[src/rtl/tdm_aux_pkg.sv]
package tdm_aux_pkg;

    // Position of the frame controller within a TDM frame.
    typedef enum logic [2:0] {
        ST_HUNT   = 3'd0,
        ST_ONCHIP = 3'd1,
        ST_AUXCAP = 3'd2,
        ST_UNUSED = 3'd3,
        ST_WAITFS = 3'd4
    } frame_state_t;

endpackage

[src/rtl/tdm_frame_fsm.sv]
module tdm_frame_fsm
    import tdm_aux_pkg::*;
#(
    parameter int SLOT_BITS    = 32,
    parameter int ONCHIP_SLOTS = 8,
    parameter int AUX_SLOTS    = 4,
    parameter int LONG_SLOTS   = 16,
    parameter int CNT_W        = $clog2(LONG_SLOTS * SLOT_BITS)
) (
    input  logic             clk,
    input  logic             rst_n,
    input  logic             tick,
    input  logic             fsync,
    input  logic             mode_long,
    output frame_state_t     state,
    output logic [CNT_W-1:0] cnt,
    output logic             frame_start,
    output logic             long_q
);

    localparam int ONCHIP_LAST = ONCHIP_SLOTS * SLOT_BITS - 1;
    localparam int AUX_LAST    = (ONCHIP_SLOTS + AUX_SLOTS) * SLOT_BITS - 1;
    localparam int LONG_LAST   = LONG_SLOTS * SLOT_BITS - 1;

    frame_state_t     state_n;
    logic [CNT_W-1:0] cnt_n;
    logic             fs_prev;

    // Rising edge of frame sync, seen on a bit tick.
    always_comb begin
        frame_start = tick && fsync && !fs_prev;
    end

    // Next-state logic.
    always_comb begin
        state_n = state;
        cnt_n   = cnt;
        if (frame_start) begin
            state_n = ST_ONCHIP;
            cnt_n   = CNT_W'(1);
        end else if (tick) begin
            unique case (state)
                ST_HUNT: begin
                    state_n = ST_HUNT;
                end
                ST_ONCHIP: begin
                    cnt_n = cnt + CNT_W'(1);
                    if (cnt == CNT_W'(ONCHIP_LAST)) begin
                        state_n = long_q ? ST_AUXCAP : ST_WAITFS;
                    end
                end
                ST_AUXCAP: begin
                    cnt_n = cnt + CNT_W'(1);
                    if (cnt == CNT_W'(AUX_LAST)) begin
                        state_n = ST_UNUSED;
                    end
                end
                ST_UNUSED: begin
                    cnt_n = cnt + CNT_W'(1);
                    if (cnt == CNT_W'(LONG_LAST)) begin
                        state_n = ST_WAITFS;
                    end
                end
                ST_WAITFS: begin
                    state_n = ST_HUNT;
                end
                default: begin
                    state_n = ST_HUNT;
                end
            endcase
        end
    end

    // State register.
    always_ff @(posedge clk or negedge rst_n) begin
        if (!rst_n) begin
            state   <= ST_HUNT;
            cnt     <= '0;
            fs_prev <= 1'b0;
            long_q  <= 1'b0;
        end else begin
            state <= state_n;
            cnt   <= cnt_n;
            if (tick) begin
                fs_prev <= fsync;
            end
            if (frame_start) begin
                long_q <= mode_long;
            end
        end
    end

    // a frame start always lands on slot 0, bit 1 next
    a_r2_start_enters_onchip: assert property (@(posedge clk) disable iff (!rst_n)
        frame_start |=> (state == ST_ONCHIP && cnt == CNT_W'(1)));

    // on-chip region never runs past slot 7
    a_r4_onchip_in_range: assert property (@(posedge clk) disable iff (!rst_n)
        (state == ST_ONCHIP) |-> (cnt <= CNT_W'(ONCHIP_LAST)));

    // a short frame never reaches the auxiliary region
    a_r4_short_skips_aux: assert property (@(posedge clk) disable iff (!rst_n)
        !long_q |-> (state != ST_AUXCAP && state != ST_UNUSED));

    // a missing sync after the last bit drops to hunting
    a_r8_lost_sync_hunts: assert property (@(posedge clk) disable iff (!rst_n)
        (tick && state == ST_WAITFS && !frame_start) |=> (state == ST_HUNT));

endmodule

[src/rtl/tdm_slot_shifter.sv]
module tdm_slot_shifter
    import tdm_aux_pkg::*;
#(
    parameter int SLOT_BITS    = 32,
    parameter int WORD_BITS    = 24,
    parameter int ONCHIP_SLOTS = 8,
    parameter int AUX_SLOTS    = 4,
    parameter int CNT_W        = 9,
    parameter int CHAN_W       = $clog2(ONCHIP_SLOTS)
) (
    input  logic                                 clk,
    input  logic                                 rst_n,
    input  logic                                 tick,
    input  logic                                 sdata,
    input  logic                                 frame_start,
    input  frame_state_t                         state,
    input  logic [CNT_W-1:0]                     cnt,
    output logic [WORD_BITS-1:0]                 dac_word,
    output logic [CHAN_W-1:0]                    dac_chan,
    output logic                                 dac_valid,
    output logic [AUX_SLOTS-1:0][WORD_BITS-1:0]  aux_words
);

    localparam int POS_W  = $clog2(SLOT_BITS);
    localparam int SLOT_W = CNT_W - POS_W;

    logic [POS_W-1:0]     pos;
    logic [SLOT_W-1:0]    slot;
    logic [SLOT_W-1:0]    aux_off;
    logic [WORD_BITS-1:0] shreg;
    logic [WORD_BITS-1:0] full;
    logic                 word_end;

    always_comb begin
        pos      = cnt[POS_W-1:0];
        slot     = cnt[CNT_W-1:POS_W];
        aux_off  = slot - SLOT_W'(ONCHIP_SLOTS);
        full     = {shreg[WORD_BITS-2:0], sdata};
        word_end = tick && !frame_start && (pos == POS_W'(WORD_BITS));
    end

    always_ff @(posedge clk or negedge rst_n) begin
        if (!rst_n) begin
            shreg     <= '0;
            dac_word  <= '0;
            dac_chan  <= '0;
            dac_valid <= 1'b0;
            aux_words <= '0;
        end else begin
            dac_valid <= 1'b0;
            if (tick) begin
                shreg <= full;
            end
            if (word_end && state == ST_ONCHIP) begin
                dac_valid <= 1'b1;
                dac_word  <= full;
                dac_chan  <= slot[CHAN_W-1:0];
            end
            for (int i = 0; i < AUX_SLOTS; i++) begin
                if (frame_start) begin
                    aux_words[i] <= '0;
                end else if (word_end && state == ST_AUXCAP && aux_off == SLOT_W'(i)) begin
                    aux_words[i] <= full;
                end
            end
        end
    end

    // strobe lasts exactly one cycle
    a_r3_strobe_single: assert property (@(posedge clk) disable iff (!rst_n)
        dac_valid |=> !dac_valid);

    // strobes only come from the on-chip slot region
    a_r5_strobe_onchip_only: assert property (@(posedge clk) disable iff (!rst_n)
        dac_valid |-> ($past(state) == ST_ONCHIP));

endmodule

[src/rtl/aux_frame_gen.sv]
module aux_frame_gen #(
    parameter int AUX_FRAME_BITS = 64,
    parameter int ACNT_W         = $clog2(AUX_FRAME_BITS)
) (
    input  logic              clk,
    input  logic              rst_n,
    input  logic              frame_start,
    input  logic              load_en,
    input  logic              aux_tick,
    output logic [ACNT_W-1:0] acnt,
    output logic              aux_lrclk
);

    localparam logic [ACNT_W-1:0] HALF = ACNT_W'(AUX_FRAME_BITS / 2);

    logic en;

    always_ff @(posedge clk or negedge rst_n) begin
        if (!rst_n) begin
            acnt <= '0;
            en   <= 1'b0;
        end else if (frame_start) begin
            acnt <= '0;
            en   <= load_en;
        end else if (aux_tick) begin
            acnt <= acnt + ACNT_W'(1);
        end
    end

    always_comb begin
        aux_lrclk = en && (acnt >= HALF);
    end

    // position advances by one per auxiliary tick
    a_r6_count_step: assert property (@(posedge clk) disable iff (!rst_n)
        (aux_tick && !frame_start) |=> (acnt == $past(acnt) + ACNT_W'(1)));

    // short frame keeps the framing clock low
    a_r7_short_lr_low: assert property (@(posedge clk) disable iff (!rst_n)
        (frame_start && !load_en) |=> !aux_lrclk);

endmodule

[src/rtl/aux_line_tx.sv]
module aux_line_tx #(
    parameter int WORD_BITS      = 24,
    parameter int AUX_FRAME_BITS = 64,
    parameter int ACNT_W         = $clog2(AUX_FRAME_BITS)
) (
    input  logic                 clk,
    input  logic                 rst_n,
    input  logic                 frame_start,
    input  logic                 load_en,
    input  logic [WORD_BITS-1:0] left_in,
    input  logic [WORD_BITS-1:0] right_in,
    input  logic [ACNT_W-1:0]    acnt,
    output logic                 sd
);

    localparam logic [ACNT_W-1:0] HALF = ACNT_W'(AUX_FRAME_BITS / 2);

    logic [WORD_BITS-1:0] lw;
    logic [WORD_BITS-1:0] rw;
    logic [WORD_BITS-1:0] word;
    logic [WORD_BITS-1:0] shifted;
    logic [ACNT_W-1:0]    hpos;
    logic                 right;

    always_ff @(posedge clk or negedge rst_n) begin
        if (!rst_n) begin
            lw <= '0;
            rw <= '0;
        end else if (frame_start) begin
            lw <= load_en ? left_in  : '0;
            rw <= load_en ? right_in : '0;
        end
    end

    always_comb begin
        right   = (acnt >= HALF);
        hpos    = right ? (acnt - HALF) : acnt;
        word    = right ? rw : lw;
        shifted = '0;
        sd      = 1'b0;
        if (hpos >= ACNT_W'(1) && hpos <= ACNT_W'(WORD_BITS)) begin
            shifted = word << (hpos - ACNT_W'(1));
            sd      = shifted[WORD_BITS-1];
        end
    end

    // a short frame sends only zeros
    a_r7_short_data_low: assert property (@(posedge clk) disable iff (!rst_n)
        (frame_start && !load_en) |=> !sd);

endmodule

[src/rtl/tdm_aux_demux.sv]
module tdm_aux_demux #(
    parameter int SLOT_BITS      = 32,
    parameter int WORD_BITS      = 24,
    parameter int ONCHIP_SLOTS   = 8,
    parameter int AUX_SLOTS      = 4,
    parameter int LONG_SLOTS     = 16,
    parameter int AUX_FRAME_BITS = 64
) (
    input  logic                             clk,
    input  logic                             rst_n,
    input  logic                             tdm_tick,
    input  logic                             tdm_fsync,
    input  logic                             tdm_sdata,
    input  logic                             mode_long,
    input  logic                             aux_tick,
    output logic [WORD_BITS-1:0]             dac_word,
    output logic [$clog2(ONCHIP_SLOTS)-1:0]  dac_chan,
    output logic                             dac_valid,
    output logic                             aux_lrclk,
    output logic [AUX_SLOTS/2-1:0]           aux_sd
);

    import tdm_aux_pkg::*;

    localparam int CNT_W     = $clog2(LONG_SLOTS * SLOT_BITS);
    localparam int CHAN_W    = $clog2(ONCHIP_SLOTS);
    localparam int ACNT_W    = $clog2(AUX_FRAME_BITS);
    localparam int AUX_LINES = AUX_SLOTS / 2;

    frame_state_t                       state;
    logic [CNT_W-1:0]                   cnt;
    logic                               frame_start;
    logic                               long_q;
    logic [AUX_SLOTS-1:0][WORD_BITS-1:0] aux_words;
    logic [ACNT_W-1:0]                  acnt;

    tdm_frame_fsm #(
        .SLOT_BITS    (SLOT_BITS),
        .ONCHIP_SLOTS (ONCHIP_SLOTS),
        .AUX_SLOTS    (AUX_SLOTS),
        .LONG_SLOTS   (LONG_SLOTS),
        .CNT_W        (CNT_W)
    ) u_fsm (
        .clk         (clk),
        .rst_n       (rst_n),
        .tick        (tdm_tick),
        .fsync       (tdm_fsync),
        .mode_long   (mode_long),
        .state       (state),
        .cnt         (cnt),
        .frame_start (frame_start),
        .long_q      (long_q)
    );

    tdm_slot_shifter #(
        .SLOT_BITS    (SLOT_BITS),
        .WORD_BITS    (WORD_BITS),
        .ONCHIP_SLOTS (ONCHIP_SLOTS),
        .AUX_SLOTS    (AUX_SLOTS),
        .CNT_W        (CNT_W),
        .CHAN_W       (CHAN_W)
    ) u_shift (
        .clk         (clk),
        .rst_n       (rst_n),
        .tick        (tdm_tick),
        .sdata       (tdm_sdata),
        .frame_start (frame_start),
        .state       (state),
        .cnt         (cnt),
        .dac_word    (dac_word),
        .dac_chan    (dac_chan),
        .dac_valid   (dac_valid),
        .aux_words   (aux_words)
    );

    aux_frame_gen #(
        .AUX_FRAME_BITS (AUX_FRAME_BITS),
        .ACNT_W         (ACNT_W)
    ) u_auxgen (
        .clk         (clk),
        .rst_n       (rst_n),
        .frame_start (frame_start),
        .load_en     (mode_long),
        .aux_tick    (aux_tick),
        .acnt        (acnt),
        .aux_lrclk   (aux_lrclk)
    );

    for (genvar g = 0; g < AUX_LINES; g++) begin : g_line
        aux_line_tx #(
            .WORD_BITS      (WORD_BITS),
            .AUX_FRAME_BITS (AUX_FRAME_BITS),
            .ACNT_W         (ACNT_W)
        ) u_tx (
            .clk         (clk),
            .rst_n       (rst_n),
            .frame_start (frame_start),
            .load_en     (mode_long),
            .left_in     (aux_words[2*g]),
            .right_in    (aux_words[2*g+1]),
            .acnt        (acnt),
            .sd          (aux_sd[g])
        );
    end

    // mode is only taken into the frame at its start
    a_r4_mode_held: assert property (@(posedge clk) disable iff (!rst_n)
        !frame_start |=> $stable(long_q));

endmodule

[config.mk]
export PLATFORM = sky130hd
export DESIGN_NAME = tdm_aux_demux
export DESIGN_NICKNAME = d
export VERILOG_FILES = /design/src/rtl/tdm_aux_pkg.sv /design/src/rtl/tdm_frame_fsm.sv /design/src/rtl/tdm_slot_shifter.sv /design/src/rtl/aux_frame_gen.sv /design/src/rtl/aux_line_tx.sv /design/src/rtl/tdm_aux_demux.sv
export SDC_FILE = /design/constraint.sdc
export NUM_CORES = 1
export LEC_CHECK = 0
export ABC_AREA = 1
export BUFFER_PORTS_ARGS = -buffer_cell sky130_fd_sc_hd__buf_2
export CORE_MARGIN = 5
export CORE_UTILIZATION = 63
export CTS_CLUSTER_DIAMETER = 30
export DETAILED_ROUTE_END_ITERATION = 12
export GPL_TIMING_DRIVEN = 0
export PLACE_DENSITY = 0.81
export SLEW_MARGIN = 40
export SYNTH_ARGS = -nofsm -noshare
export SYNTH_HDL_FRONTEND = slang
export SYNTH_SLANG_ARGS = --single-unit
[constraint.sdc]
create_clock -name clk -period 4.15 [get_ports clk]
set_clock_uncertainty 0.05 [all_clocks]
set_input_delay 0.2075 -clock clk [delete_from_list [all_inputs] [get_ports clk]]
set_output_delay 0.2075 -clock clk [all_outputs]
set_load 0.1 [all_outputs]
==> results.cfg <==
[timing]
final_min_period_over_clock_period = 0.9581
maxSlewViolCount = 0
worst_pin_slew_ps = 810.0
finalSetupViolations = 0
timing.slew.headroom = 0.4600
post-route-min-period_ps = 3976
hold_viol = 0
rsz0062_at_grt = no
hold_slack_ps = 139.3
fmax_mhz = 251.5

[route]
routed_wl_um = 34160
drt_iter0_markers = 1114
routedWlPerCell_um = 20.37
ant_nets = 0
drtPass1Iterations = 9
post_drt_via_cell_ratio = 6.158
drc = 0
vias = 10330

[grt]
antenna_found_initial = 1
grt_usage = 0.3390
grt_overflow = 0
grt_pass1_wl_um = 54630
grt_max_degree = 79
grt_pass1_vias = 10080

[die]
die_w_um = 144.4
ios = 38
die-area_um2 = 20860
initial_core_util = 0.6361
coreArea_um2 = 17900
die_h_um = 144.4
num_rows = 49

[clock_network]
cts_buffer_depth = 3
htreeDepth = 2
clk_latency_ps = 530
root_buffer = clkbuf_16
clk_pin_slew_ps = 50
numCtsBuffers = 45
cts_tree = yes
cts_setup_buffers = 0
cts_num_sinks = 263

[worst_setup_path]
critPathMaxStageDelay_ps = 410
crit_chain = buf_2 -> clkinvlp_4 -> clkbuf_2 -> ha_1 -> xnor2_2 -> inv_1 -> nand3_1 -> nand3_1 -> nand2_1 -> nand2_1 -> nor2_1 -> buf_4 -> buf_2
end_kind = output pin
critPathKind = reg -> out
cp_slowest_cell = buf_2
crit_family = buffers and inverters
crit_path_start_kind = register
critPathBufInv = 6
crit_arrival_ps = 3720
cp_max_fo = 11
crit_required_ps = 3890

[logic_synthesis]
yosysSeqAreaShare = 0.5780
ys_ff_latch = 263
synth-warning-count = 0
syn_area_per_cell_um2 = 8.581
synth_cell_type_count = 28
syn_area_um2 = 11390
synth_edf_count = 0
syn-num-nets = 1342
async_flop_share = 1.000
syn_inst = 1327
synth_flop_cell = dfrtp_1

[run]
maxCapViolCount = 0

[placement]
portBuffers = 36
dp_cells = 1595
postPlaceCellArea_um2 = 11950
place_congestion = 0.9924
dp_hpwl_um = 23840

[finish]
diodes = 0
area_growth_syn_to_layout_pct = 18.64
final_area_um2 = 13510
final_layout_size_suffix_gt1_frac = 0.09669
stdcell_count = 1677
fin_nets = 1431
layout_commonest_cell = nand2_1
layout_common_cells = 377 x nand2_1, 263 x dfrtp_1, 199 x o21ai_0

[power_and_ir_drop]
vdd_drop_max_uv = 805.5
p_leak_nw = 6.036
power.density_nw_per_um2 = 560.8

[run_status]
status = finished, final reports clean

[worst_hold_path]
hold_path.class = in -> reg
cell type report:
type / instances / area, µm²
buffer: 96 / 396.6
clock buffer: 52 / 1204
clock inverter: 27 / 302.8
fill: 1247 / 4393
inverter: 61 / 236.5
multi-input combinational: 906 / 4187
sequential: 263 / 6581
tap: 229 / 286.5
timing repair buffer: 43 / 315.3
path summary, 6_finish.rpt:
| kind | depth (start not counted) | start | slack (ps) | to |
|---|---|---|---|---|
| setup reg to reg | 7 | u_auxgen.acnt[0] | 1770 | u_auxgen.acnt[1] |
| min in group asynchronous | 2 | rst_n | 170 | g_line[1].u_tx.lw[16] |
| setup / recovery | 13 | u_auxgen.acnt[0] | 170 | aux_sd[0] |
| hold reg to reg | 2 | u_shift.dac_chan[2] | 420 | u_shift.dac_chan[2] |
| hold / removal | 3 | tdm_tick | 140 | u_fsm.cnt[0] |
| max in group asynchronous | 4 | rst_n | 2830 | u_shift.shreg[13] |
worst register-to-register path, delay by kind of cell (launching register included):
| kind | cells | cell delay [ps] |
|---|---|---|
| adder cells (fa/ha/maj) | 1 | 460 |
| AO/OA/AOI/OAI | 1 | 200 |
| flip-flops | 1 | 380 |
| buffers and inverters | 5 | 1170 |
stage by stage:
stage / total power, mW / setup TNS [ps] / setup slack (ps) / utilization
2_1_floorplan: 3.549 / 0 / 1518 / -
3_3_place_gp: 3.869 / -453550 / -1743 / 0.6621
3_5_place_dp: 3.904 / 0 / 341.9 / 0.6673
4_1_cts: 7.523 / 0 / 49.71 / 0.7540
5_1_grt: 7.820 / 0 / 60.71 / 0.7546
6_report: 7.576 / 0 / 174.1 / 0.7546
power breakdown:
| group | internal [mW] | switching [mW] |
|---|---|---|
| sequential | 2.66 | 0.0828 |
| combinational | 0.300 | 0.883 |
| clock | 2.30 | 1.35 |
layer usage:
metal  vias up  GRT usage  share of wire
met1      4975     0.4810           0.41
met4         2     0.1541          0.051
met2       598     0.5016           0.44
met5         -          0        0.00053
met3       125    0.08069           0.10
li1       4627          -              -
kinds of logic (layout without fill, tap and decap cells):
| kind of cell | after synthesis | after routing | synth area share |
|---|---|---|---|
| and+or+nand+nor | 614 | 614 | 0.2268 |
| AOI/OAI and AO/OA | 282 | 282 | 0.1299 |
| DFF | 263 | 263 | 0.5780 |
| buffers and inverters | 158 | 279 | 0.05505 |
| adders and majority gates | 8 | 8 | 0.008791 |
| xor gates and xnor gates | 2 | 2 | 0.001539 |
sequential cells by signal (all words and copies together), names as in the netlist:
name and count:
u_shift.dac_valid 1, u_fsm.long_q 1, g_line.u_tx.rw 48, u_shift.shreg 23, u_fsm.state 3, u_auxgen.acnt 6, u_shift.dac_word 24, u_shift.aux_words 96
u_fsm.fs_prev 1, u_fsm.cnt 9, u_shift.dac_chan 3, g_line.u_tx.lw 48
synth_stat cells, drive strengths merged (2+ instances only):
cell | number | area (µm²)
nand2 | 377 | 1415
dfrtp | 263 | 6581
o21ai | 239 | 1196
nand3 | 198 | 991.0
clkbuf | 68 | 255.2
inv | 60 | 225.2
buf | 29 | 142.6
nor2 | 26 | 100.1
o31ai | 24 | 180.2
a21oi | 16 | 80.08
ha | 8 | 100.1
nor3 | 5 | 25.02
nand4 | 4 | 25.02
nor4 | 2 | 12.51
timing repair:
action,CTS,global route
resized for setup,2,5
hold buffers,4,0
setup endpoints to repair,2,2
hold endpoints to repair,69,0
cloned,0,0
Note: power is estimated with default switching activity, not from simulation.
